$ cat config.mk
export PLATFORM = sky130hd
export DESIGN_NAME = i2c_fracdiv_tick
export DESIGN_NICKNAME = d
export VERILOG_FILES = /design/src/rtl/i2c_fracdiv_pkg.sv /design/src/rtl/fracdiv_cfg_bank.sv /design/src/rtl/fracdiv_prescale.sv /design/src/rtl/fracdiv_accum.sv /design/src/rtl/i2c_fracdiv_tick.sv
export SDC_FILE = /design/constraint.sdc
export NUM_CORES = 1
export LEC_CHECK = 0
export BUFFER_PORTS_ARGS = -buffer_cell sky130_fd_sc_hd__buf_2
export CAP_MARGIN = 40
export CORE_MARGIN = 5
export CORE_UTILIZATION = 61
export DETAILED_ROUTE_END_ITERATION = 7
export PLACE_DENSITY = 0.85
export SETUP_SLACK_MARGIN = 0.3
export SYNTH_ARGS = -nofsm -noshare
export SYNTH_HDL_FRONTEND = slang
export SYNTH_HIERARCHICAL = 1
export SYNTH_SLANG_ARGS = --single-unit
$ cat constraint.sdc
create_clock -name clk -period 5.9 [get_ports clk]
set_clock_uncertainty 0.15 [all_clocks]
set_input_delay 0.59 -clock clk [delete_from_list [all_inputs] [get_ports clk]]
set_output_delay 0.59 -clock clk [all_outputs]
set_load 0.005 [all_outputs]
$ cat src/rtl/i2c_fracdiv_pkg.sv
package i2c_fracdiv_pkg;

   typedef enum logic {
      SPD_NORMAL = 1'b0,
      SPD_FAST   = 1'b1
   } speed_e;

   localparam int unsigned NUM_BANK = 2;

endpackage

$ cat src/rtl/fracdiv_cfg_bank.sv
module fracdiv_cfg_bank #(
   parameter int unsigned FIELD_W = 16,
   localparam int unsigned WORD_W = 2 * FIELD_W
) (
   input  logic               clk,
   input  logic               rst_n,
   input  logic               lock,
   input  logic               wr,
   input  logic [WORD_W-1:0]  wdata,
   output logic [FIELD_W-1:0] inc_o,
   output logic [FIELD_W-1:0] dec_o
);

   logic [WORD_W-1:0] word_q;

   // a locked bank ignores its write strobe
   always_ff @(posedge clk or negedge rst_n) begin
      if (!rst_n) begin
         word_q <= '0;
      end else if (wr && !lock) begin
         word_q <= wdata;
      end
   end

   // increment in the upper half, decrement in the lower half
   assign inc_o = word_q[WORD_W-1:FIELD_W];
   assign dec_o = word_q[FIELD_W-1:0];

endmodule

$ cat src/rtl/fracdiv_prescale.sv
module fracdiv_prescale #(
   parameter int unsigned GATE_W = 8
) (
   input  logic              clk,
   input  logic              rst_n,
   input  logic              run,
   input  logic [GATE_W-1:0] div,
   output logic              gate_on_o,
   output logic              step_o
);

   localparam logic [GATE_W-1:0] ONE = GATE_W'(1);

   logic [GATE_W-1:0] cnt_q;
   logic              wrap;

   assign gate_on_o = (div != '0);
   assign wrap      = (cnt_q >= (div - ONE));
   assign step_o    = run && gate_on_o && wrap;

   always_ff @(posedge clk or negedge rst_n) begin
      if (!rst_n) begin
         cnt_q <= '0;
      end else if (!run || !gate_on_o) begin
         cnt_q <= '0;
      end else if (wrap) begin
         cnt_q <= '0;
      end else begin
         cnt_q <= cnt_q + ONE;
      end
   end

endmodule

$ cat src/rtl/fracdiv_accum.sv
module fracdiv_accum #(
   parameter int unsigned FIELD_W = 16,
   localparam int unsigned SUM_W = FIELD_W + 1
) (
   input  logic               clk,
   input  logic               rst_n,
   input  logic               active,
   input  logic               step,
   input  logic [FIELD_W-1:0] inc,
   input  logic [FIELD_W-1:0] dec,
   output logic               tick_o,
   output logic [FIELD_W-1:0] acc_o
);

   logic [FIELD_W-1:0] acc_q;
   logic [SUM_W-1:0]   sum;
   logic [SUM_W-1:0]   rem;
   logic               hit;

   assign sum = {1'b0, acc_q} + {1'b0, inc};
   assign hit = (sum >= {1'b0, dec});
   assign rem = sum - {1'b0, dec};

   always_ff @(posedge clk or negedge rst_n) begin
      if (!rst_n) begin
         acc_q  <= '0;
         tick_o <= 1'b0;
      end else if (!active) begin
         acc_q  <= '0;
         tick_o <= 1'b0;
      end else if (step) begin
         acc_q  <= hit ? rem[FIELD_W-1:0] : sum[FIELD_W-1:0];
         tick_o <= hit;
      end else begin
         tick_o <= 1'b0;
      end
   end

   assign acc_o = acc_q;

endmodule

$ cat src/rtl/i2c_fracdiv_tick.sv
module i2c_fracdiv_tick #(
   parameter int unsigned FIELD_W = 16,
   parameter int unsigned GATE_W  = 8,
   parameter int unsigned MIN_DEC = 6,
   localparam int unsigned WORD_W = 2 * FIELD_W
) (
   input  logic              clk,
   input  logic              rst_n,
   input  logic              run_en,
   input  logic              speed_sel,
   input  logic [GATE_W-1:0] gate_div,
   input  logic              cfg_wr_norm,
   input  logic              cfg_wr_fast,
   input  logic [WORD_W-1:0] cfg_wdata,
   output logic              tick,
   output logic              cfg_bad
);
   import i2c_fracdiv_pkg::*;

   initial begin : p_param_chk
      assert (FIELD_W >= 4) else $error("FIELD_W too small");
      assert (GATE_W >= 1) else $error("GATE_W must be positive");
      assert (MIN_DEC < (2 ** FIELD_W) - 1) else $error("MIN_DEC exceeds field");
   end

   logic [NUM_BANK-1:0]  bank_wr;
   logic [FIELD_W-1:0]   bank_inc [NUM_BANK];
   logic [FIELD_W-1:0]   bank_dec [NUM_BANK];
   speed_e               mode_q;
   logic [FIELD_W-1:0]   inc_sel;
   logic [FIELD_W-1:0]   dec_sel;
   logic                 gate_on;
   logic                 step;
   logic                 active;
   logic [FIELD_W-1:0]   acc;

   assign bank_wr[SPD_NORMAL] = cfg_wr_norm;
   assign bank_wr[SPD_FAST]   = cfg_wr_fast;

   // one setting bank per speed
   for (genvar b = 0; b < NUM_BANK; b++) begin : g_bank
      fracdiv_cfg_bank #(.FIELD_W(FIELD_W)) u_bank (
         .clk   (clk),
         .rst_n (rst_n),
         .lock  (run_en),
         .wr    (bank_wr[b]),
         .wdata (cfg_wdata),
         .inc_o (bank_inc[b]),
         .dec_o (bank_dec[b])
      );
   end

   // mode follows the select only while stopped
   always_ff @(posedge clk or negedge rst_n) begin
      if (!rst_n) begin
         mode_q <= SPD_NORMAL;
      end else if (!run_en) begin
         mode_q <= speed_e'(speed_sel);
      end
   end

   assign inc_sel = bank_inc[mode_q];
   assign dec_sel = bank_dec[mode_q];

   // settings that cannot give a usable rate
   assign cfg_bad = (dec_sel <= FIELD_W'(MIN_DEC)) || (inc_sel == '0) ||
                    (inc_sel >= dec_sel);

   fracdiv_prescale #(.GATE_W(GATE_W)) u_pre (
      .clk       (clk),
      .rst_n     (rst_n),
      .run       (run_en && !cfg_bad),
      .div       (gate_div),
      .gate_on_o (gate_on),
      .step_o    (step)
   );

   assign active = run_en && !cfg_bad && gate_on;

   fracdiv_accum #(.FIELD_W(FIELD_W)) u_acc (
      .clk    (clk),
      .rst_n  (rst_n),
      .active (active),
      .step   (step),
      .inc    (inc_sel),
      .dec    (dec_sel),
      .tick_o (tick),
      .acc_o  (acc)
   );

endmodule

==> results.py, run 1 <==
metrics = {
    "run_status": {
        "outcome": "finished clean",
    },
    "setup_path": {
        "worst-setup-path-type": "reg -> reg",
        "end_kind": "flop",
        "cp_top_family": "compound AO/OA/AOI/OAI gates",
        "path_cells": "buf_4, mux2_2, ha_1, nor2b_1, o31ai_4, a211oi_2, o41ai_1, xnor2_1, ha_1, and2_1, nand4_1, o311a_4, nand2_8, mux2_4, a21oi_2",
        "max_stage_delay_ns": 0.46,
        "reg2reg_to": "u_acc/acc_o[0]",
        "r2r_cells": 15,
        "path_common_cell": "ha_1",
        "required_ns": 6.03,
        "arrival_ns": 5.05,
        "worst_path_max_delay_cell": "buf_4",
        "worst-path-max-fanout": 41,
        "worst_setup_path_start_kind": "flop",
        "r2r_slack_ns": 0.97,
        "path_depth": 15,
        "crit_buf_inv": 1,
        "r2r-start": "mode_q",
    },
    "detailed_routing": {
        "routed_wirelength_um": 16000,
        "first_pass_iters": 5,
        "via_per_inst": 6.29,
        "ant_nets": 0,
        "drt_iter0_drc": 436,
        "routedWlPerCell_um": 19.5,
        "drc": 0,
        "vias": 5138,
    },
    "clock_network": {
        "cts_setup_buffers": 0,
        "cts_root_buf": "clkbuf_16",
        "ctsHoldBuffers": 0,
        "cts_resized": 0,
        "numCtsBuffers": 9,
        "cts_tree": "yes",
        "h-tree-depth": 3,
        "cts_sinks": 90,
        "insertion_delay_ns": 0.35,
        "path_clk_slew_ns": 0.07,
        "cts_buffer_depth": 2,
    },
    "yosys": {
        "synth_top_area_share_pct": 32.5,
        "synth_nets": 737,
        "syn_inst": 630,
        "synth_flop_cell": "dfrtp_1",
        "yosysTopAreaCell": "dfrtp_1",
        "synth_xor_area_share_pct": 4.30,
        "synth_top_family_by_area": "multiplexers",
        "synthMuxAreaShare_pct": 20.9,
        "synth_area_mm2": 0.00692,
        "synthTopCellsByArea": "dfrtp_1, mux2_4, ha_1, mux2_2, mux2i_1",
        "synth-adder-area-share_pct": 11.2,
        "yosys.area_share.simple_pct": 10.4,
        "synth-edff-count": 0,
        "synth_cell_types": 73,
        "ys_top_cells_by_count": "dfrtp_1, mux2_4, ha_1",
        "ys_ff_latch": 90,
        "synth.most_common_cell": "dfrtp_1",
        "synth_seq_area_share_pct": 32.5,
        "avgSynthCellArea_um2": 11.0,
        "async_reset_ff_share_pct": 100,
        "yosys_warnings": 6,
        "synth_compound_area_share_pct": 14.4,
    },
    "place": {
        "hpwl_um": 12200,
        "gp_congestion": 0.936,
        "port_buffers": 47,
    },
    "grt": {
        "grt_start_max_net_pins": 60,
        "grt_pass1_wl_um": 26200,
        "overflow": 0,
        "antenna_found_initial": 0,
        "grtUsageTotal_pct": 24.6,
        "grt_pass1_vias": 5464,
    },
    "cells_and_area": {
        "drive_above_1_share_pct": 26.9,
        "nFillCells": 753,
        "final_util_pct": 67.8,
        "final_nets": 779,
        "num_antenna_cells": 0,
        "area_delta_synth_final_pct": 7.59,
    },
    "power": {
        "total_power_uw": 2330,
        "powerDensity_mw_per_mm2": 313,
        "irDropWorstVdd_uv": 251,
        "total_leakage_power_uw": 0.00361,
    },
    "die": {
        "die-area_mm2": 0.0136,
        "num_io_pins": 48,
        "die_w_um": 117,
        "core_area_mm2": 0.0110,
        "start_util_pct": 63.0,
        "die_h_um": 117,
        "rows": 38,
    },
    "timing": {
        "rsz0062_at_grt": "no",
        "tightest_slew_ns": 0.652,
        "fmax_ghz": 0.203,
        "post-route-period-util_pct": 83.5,
        "final.setup.tns_ns": 0,
        "finalHoldViolations": 0,
        "finalMaxSlewViolations": 0,
        "relSlewSlack_pct": 55.3,
        "setup_viol": 0,
        "min_period_ns": 4.93,
    },
    "job": {
        "drv_cap": 0,
    },
    "min_path": {
        "hold_class": "in -> async",
    },
}
[flip-flops by register name, indices dropped and copies added (netlist names)]
signal,flops
mode_q,1
u_acc/acc_o,16
u_pre/cnt_q,8
g_bank.u_bank/word_q,64
u_acc/tick_o,1
[where the power goes]
| part | internal (uW) | switching (uW) | leakage, uW | total, uW |
|---|---|---|---|---|
| registers | 687 | 61.7 | 0.00111 | 749 |
| clock network | 294 | 263 | 0.000139 | 557 |
| logic | 471 | 553 | 0.00236 | 1020 |
[stage by stage]
step                      hold WS (ns)  cells  setup WS [ns]  cell area, um2
after floorplan                  0.144    630           1.48            6920
after global placement           0.337    800           1.25            7130
after detailed placement         0.345    801           1.05            7160
after CTS                       0.0309    817           1.04            7450
after global routing            0.0501    817          0.718            7450
final                           0.0231    817          0.975            7450
[worst reg2reg max path, stage by stage (launching register included)]
cell	delay, ns
dfrtp_1	0.37
buf_4	0.46
mux2_2	0.46
ha_1	0.36
nor2b_1	0.19
o31ai_4	0.29
a211oi_2	0.19
o41ai_1	0.44
xnor2_1	0.16
ha_1	0.41
and2_1	0.21
nand4_1	0.12
o311a_4	0.42
nand2_8	0.17
mux2_4	0.33
a21oi_2	0.13
[area by class of cell]
| type | instances | area, um2 | area share [%] |
|---|---|---|---|
| multi-input cells | 466 | 4240 | 56.9 |
| clock buffers | 9 | 225 | 3.02 |
| repair buffers | 53 | 303 | 4.07 |
| flip-flops and latches | 90 | 2250 | 30.2 |
| well taps | 140 | 175 | 2.35 |
| inverters | 52 | 195 | 2.62 |
| clock inverters | 7 | 58.8 | 0.790 |
[cell usage in the layout, fill, tap and decap left out, types with 22 or more instances in the layout]
cell / netlist / final
a21oi_1: 32 / 32
buf_2: 5 / 46
dfrtp_1: 90 / 90
ha_1: 59 / 59
inv_1: 51 / 51
mux2_2: 26 / 26
mux2_4: 61 / 61
mux2i_1: 24 / 24
nor3_1: 22 / 22
o21ai_0: 25 / 25
[layer usage]
layer	up-vias	wire length, um	part of all wire, %	global-route usage [%]
li1	2390	-	-	-
met1	2528	6410	40	30.0
met2	175	8020	50	42.6
met3	45	978	6.1	4.56
met4	0	555	3.5	10.2
met5	-	0	0	0
[kinds of logic (layout without fill, tap and decap cells)]
| group | after synthesis | after routing |
|---|---|---|
| AOI/OAI and AO/OA | 136 | 136 |
| and+or+nand+nor | 124 | 124 |
| muxes | 111 | 111 |
| DFF | 90 | 90 |
| buffers and inverters | 74 | 121 |
| adders and majority gates | 61 | 61 |
| xor gates and xnor gates | 34 | 34 |
[worst max path at each step]
stage | start | end | slack (ns)
after floorplan | mode_q | u_acc/acc_o[5] | 1.48
after global placement | mode_q | u_acc/acc_o[0] | 1.25
after detailed placement | mode_q | u_acc/acc_o[0] | 1.05
after CTS | mode_q | u_acc/acc_o[0] | 1.04
after global routing | mode_q | u_acc/acc_o[0] | 0.72
final | mode_q | u_acc/acc_o[0] | 0.97
No activity file was read; power rests on OpenSTA's default activity.
==> inputs of run 2 (changes only) <==
clock period = 4.6 ns   (was 5.9 ns; I/O delays follow)
==> run 2 against run 1 <==
  * Register-to-register slack lost 0.77 ns
  * Critical path type unchanged
  * Via count up 4.6%
  * Flip-flop and latch count unchanged
  * First-iteration DRC count shrank 24%
  * Largest cell class unchanged
  * Setup slack worse by 0.77 ns
  * Routed wire length rose by 15%
  * Clock power grew 38%
  * Sequential share of layout area down 2.7 points
  * Worst hold slack better by 0.18 ns
  * Maximum frequency increased by 12%
  * Utilization grew 6.6 points
==> results.py, run 2 (synthesized netlist as in run 1, its figures left out) <==
metrics = {
    "setup_path": {
        "worst_setup_path_start_kind": "flop",
        "r2r_slack_ns": 0.21,
        "r2r_cells": 17,
        "worst-setup-path-type": "reg -> reg",
        "reg2reg_to": "u_acc/acc_o[11]",
        "worst-path-max-fanout": 5,
        "end_kind": "flop",
        "arrival_ns": 4.47,
        "r2r-start": "mode_q",
        "required_ns": 4.68,
    },
    "timing": {
        "finalMaxSlewViolations": 0,
        "fmax_ghz": 0.228,
        "min_period_ns": 4.39,
        "relSlewSlack_pct": 55.4,
        "tightest_slew_ns": 0.660,
        "final.setup.tns_ns": 0,
        "finalHoldViolations": 0,
        "post-route-period-util_pct": 95.5,
        "rsz0062_at_grt": "yes",
        "setup_viol": 0,
    },
    "min_path": {
        "worstHoldEndpoint": "g_bank[0].u_bank/word_q[0]",
        "min_from": "cfg_wdata[0]",
        "hold_class": "in -> reg",
        "whs_path_depth": 2,
    },
    "clock_network": {
        "cts_sinks": 90,
        "insertion_delay_ns": 0.35,
        "h-tree-depth": 3,
        "numCtsBuffers": 9,
        "cts_tree": "yes",
        "cts_buffer_depth": 2,
        "cts_root_buf": "clkbuf_16",
        "path_clk_slew_ns": 0.07,
    },
    "detailed_routing": {
        "routed_wirelength_um": 18400,
        "drc": 0,
        "via_per_inst": 6.27,
        "routedWlPerCell_um": 21.4,
        "drt_iter0_drc": 332,
        "first_pass_iters": 5,
        "ant_nets": 0,
        "vias": 5375,
    },
    "die": {
        "core_area_mm2": 0.0110,
        "die_h_um": 117,
        "rows": 38,
        "num_io_pins": 48,
        "die-area_mm2": 0.0136,
        "start_util_pct": 63.0,
        "die_w_um": 117,
    },
    "cells_and_area": {
        "final_common_cell": "dfrtp_1",
        "num_antenna_cells": 0,
        "drive_above_1_share_pct": 36.5,
        "largest_reg_flops": 64,
        "area_delta_synth_final_pct": 18.0,
        "final_nets": 819,
        "most-common-layout-cells": "dfrtp_1, mux2_4, inv_1, ha_1, buf_2",
        "largest_register": "g_bank.u_bank/word_q",
        "fin_cells": 857,
    },
    "place": {
        "hpwl_um": 12400,
        "port_buffers": 47,
        "place_inst": 807,
        "gp_congestion": 0.911,
    },
    "grt": {
        "antenna_found_initial": 0,
        "overflow": 0,
        "grtUsageTotal_pct": 25.3,
        "grt_pass1_vias": 5406,
        "grt_start_max_net_pins": 57,
        "grt_pass1_wl_um": 26800,
    },
    "run_status": {
        "outcome": "finished clean",
    },
    "job": {
        "drv_cap": 0,
    },
    "power": {
        "total_leakage_power_uw": 0.00388,
        "irDropWorstVdd_uv": 325,
        "powerDensity_mw_per_mm2": 409,
    },
}
[run 2: cell count changes in the layout (fill, tap and decap cells not counted), sizes merged]
cell | previous run | this run
buf | 53 | 90
inv | 57 | 55
bufinv | 0 | 1
clkbuf | 9 | 10
clkinv | 1 | 2
dlygate4sd3 | 0 | 1
nand2 | 23 | 24
[run 2: layer usage]
| layer | GRT usage [%] | vias up | share of wire, % |
|---|---|---|---|
| li1 | - | 2459 | - |
| met1 | 30.7 | 2691 | 41 |
| met2 | 44.5 | 175 | 51 |
| met3 | 4.40 | 50 | 4.8 |
| met4 | 10.1 | 0 | 3.6 |
| met5 | 0 | - | 0 |
[run 2: critical path: stages (launching register included)]
cell and delay (ns):
dfrtp_2 0.42, buf_4 0.17, buf_6 0.11, mux2_2 0.35
ha_1 0.36, o211a_4 0.18, o21ai_4 0.22, buf_6 0.14
nand2b_1 0.12, o21ai_1 0.11, xnor2_1 0.26, ha_1 0.34
a211oi_2 0.25, o21a_1 0.21, o311a_4 0.31, buf_6 0.14
a21oi_4 0.06, a221o_1 0.36
[run 2: how the worst max path moves through the flow]
| stage | endpoint | slack (ns) | start | depth (start not counted) |
|---|---|---|---|---|
| 5_1_grt | u_acc/acc_o[11] | 0.12 | mode_q | 17 |
| 4_1_cts | u_acc/acc_o[15] | 0.29 | mode_q | 17 |
| 3_3_place_gp | u_acc/acc_o[11] | 0.25 | mode_q | 14 |
| 6_report | u_acc/acc_o[11] | 0.21 | mode_q | 17 |
| 2_1_floorplan | u_acc/acc_o[5] | 0.30 | mode_q | 18 |
| 3_5_place_dp | u_acc/acc_o[0] | 0.12 | mode_q | 15 |
[run 2: what timing repair did]
| action | CTS | global route |
|---|---|---|
| cloned | 0 | 1 |
| setup endpoints to repair | 16 | 17 |
| hold buffers | 1 | 0 |
| resized for setup | 14 | 55 |
| setup buffers | 9 | 23 |
| pin swaps | 10 | 36 |
| hold endpoints to repair | 34 | 0 |
[run 2: power by group]
group,internal (uW),switching [uW]
clock network,431,337
registers,881,86.5
logic,780,823
[run 2: cell type report]
class                      count  area (um2)
clock buffer                   9         225
clock inverter                 7        85.1
fill                         675        2820
inverter                      52         195
multi-input combinational    467        4590
sequential                    90        2250
tap                          140         175
timing repair buffer          92         644
[run 2: per-stage QoR]
stage | cell area (um2) | total power [uW] | util, % | hold slack [ns] | setup slack (ns)
after floorplan | 6960 | 1990 | - | 0.0144 | 0.301
after global placement | 7220 | 2230 | 65.7 | 0.334 | 0.249
after detailed placement | 7250 | 2280 | 66.0 | 0.292 | 0.121
after CTS | 7720 | 3110 | 70.3 | 0.200 | 0.287
after global routing | 8170 | 3500 | 74.4 | 0.200 | 0.124
final | 8170 | 3340 | 74.4 | 0.204 | 0.209
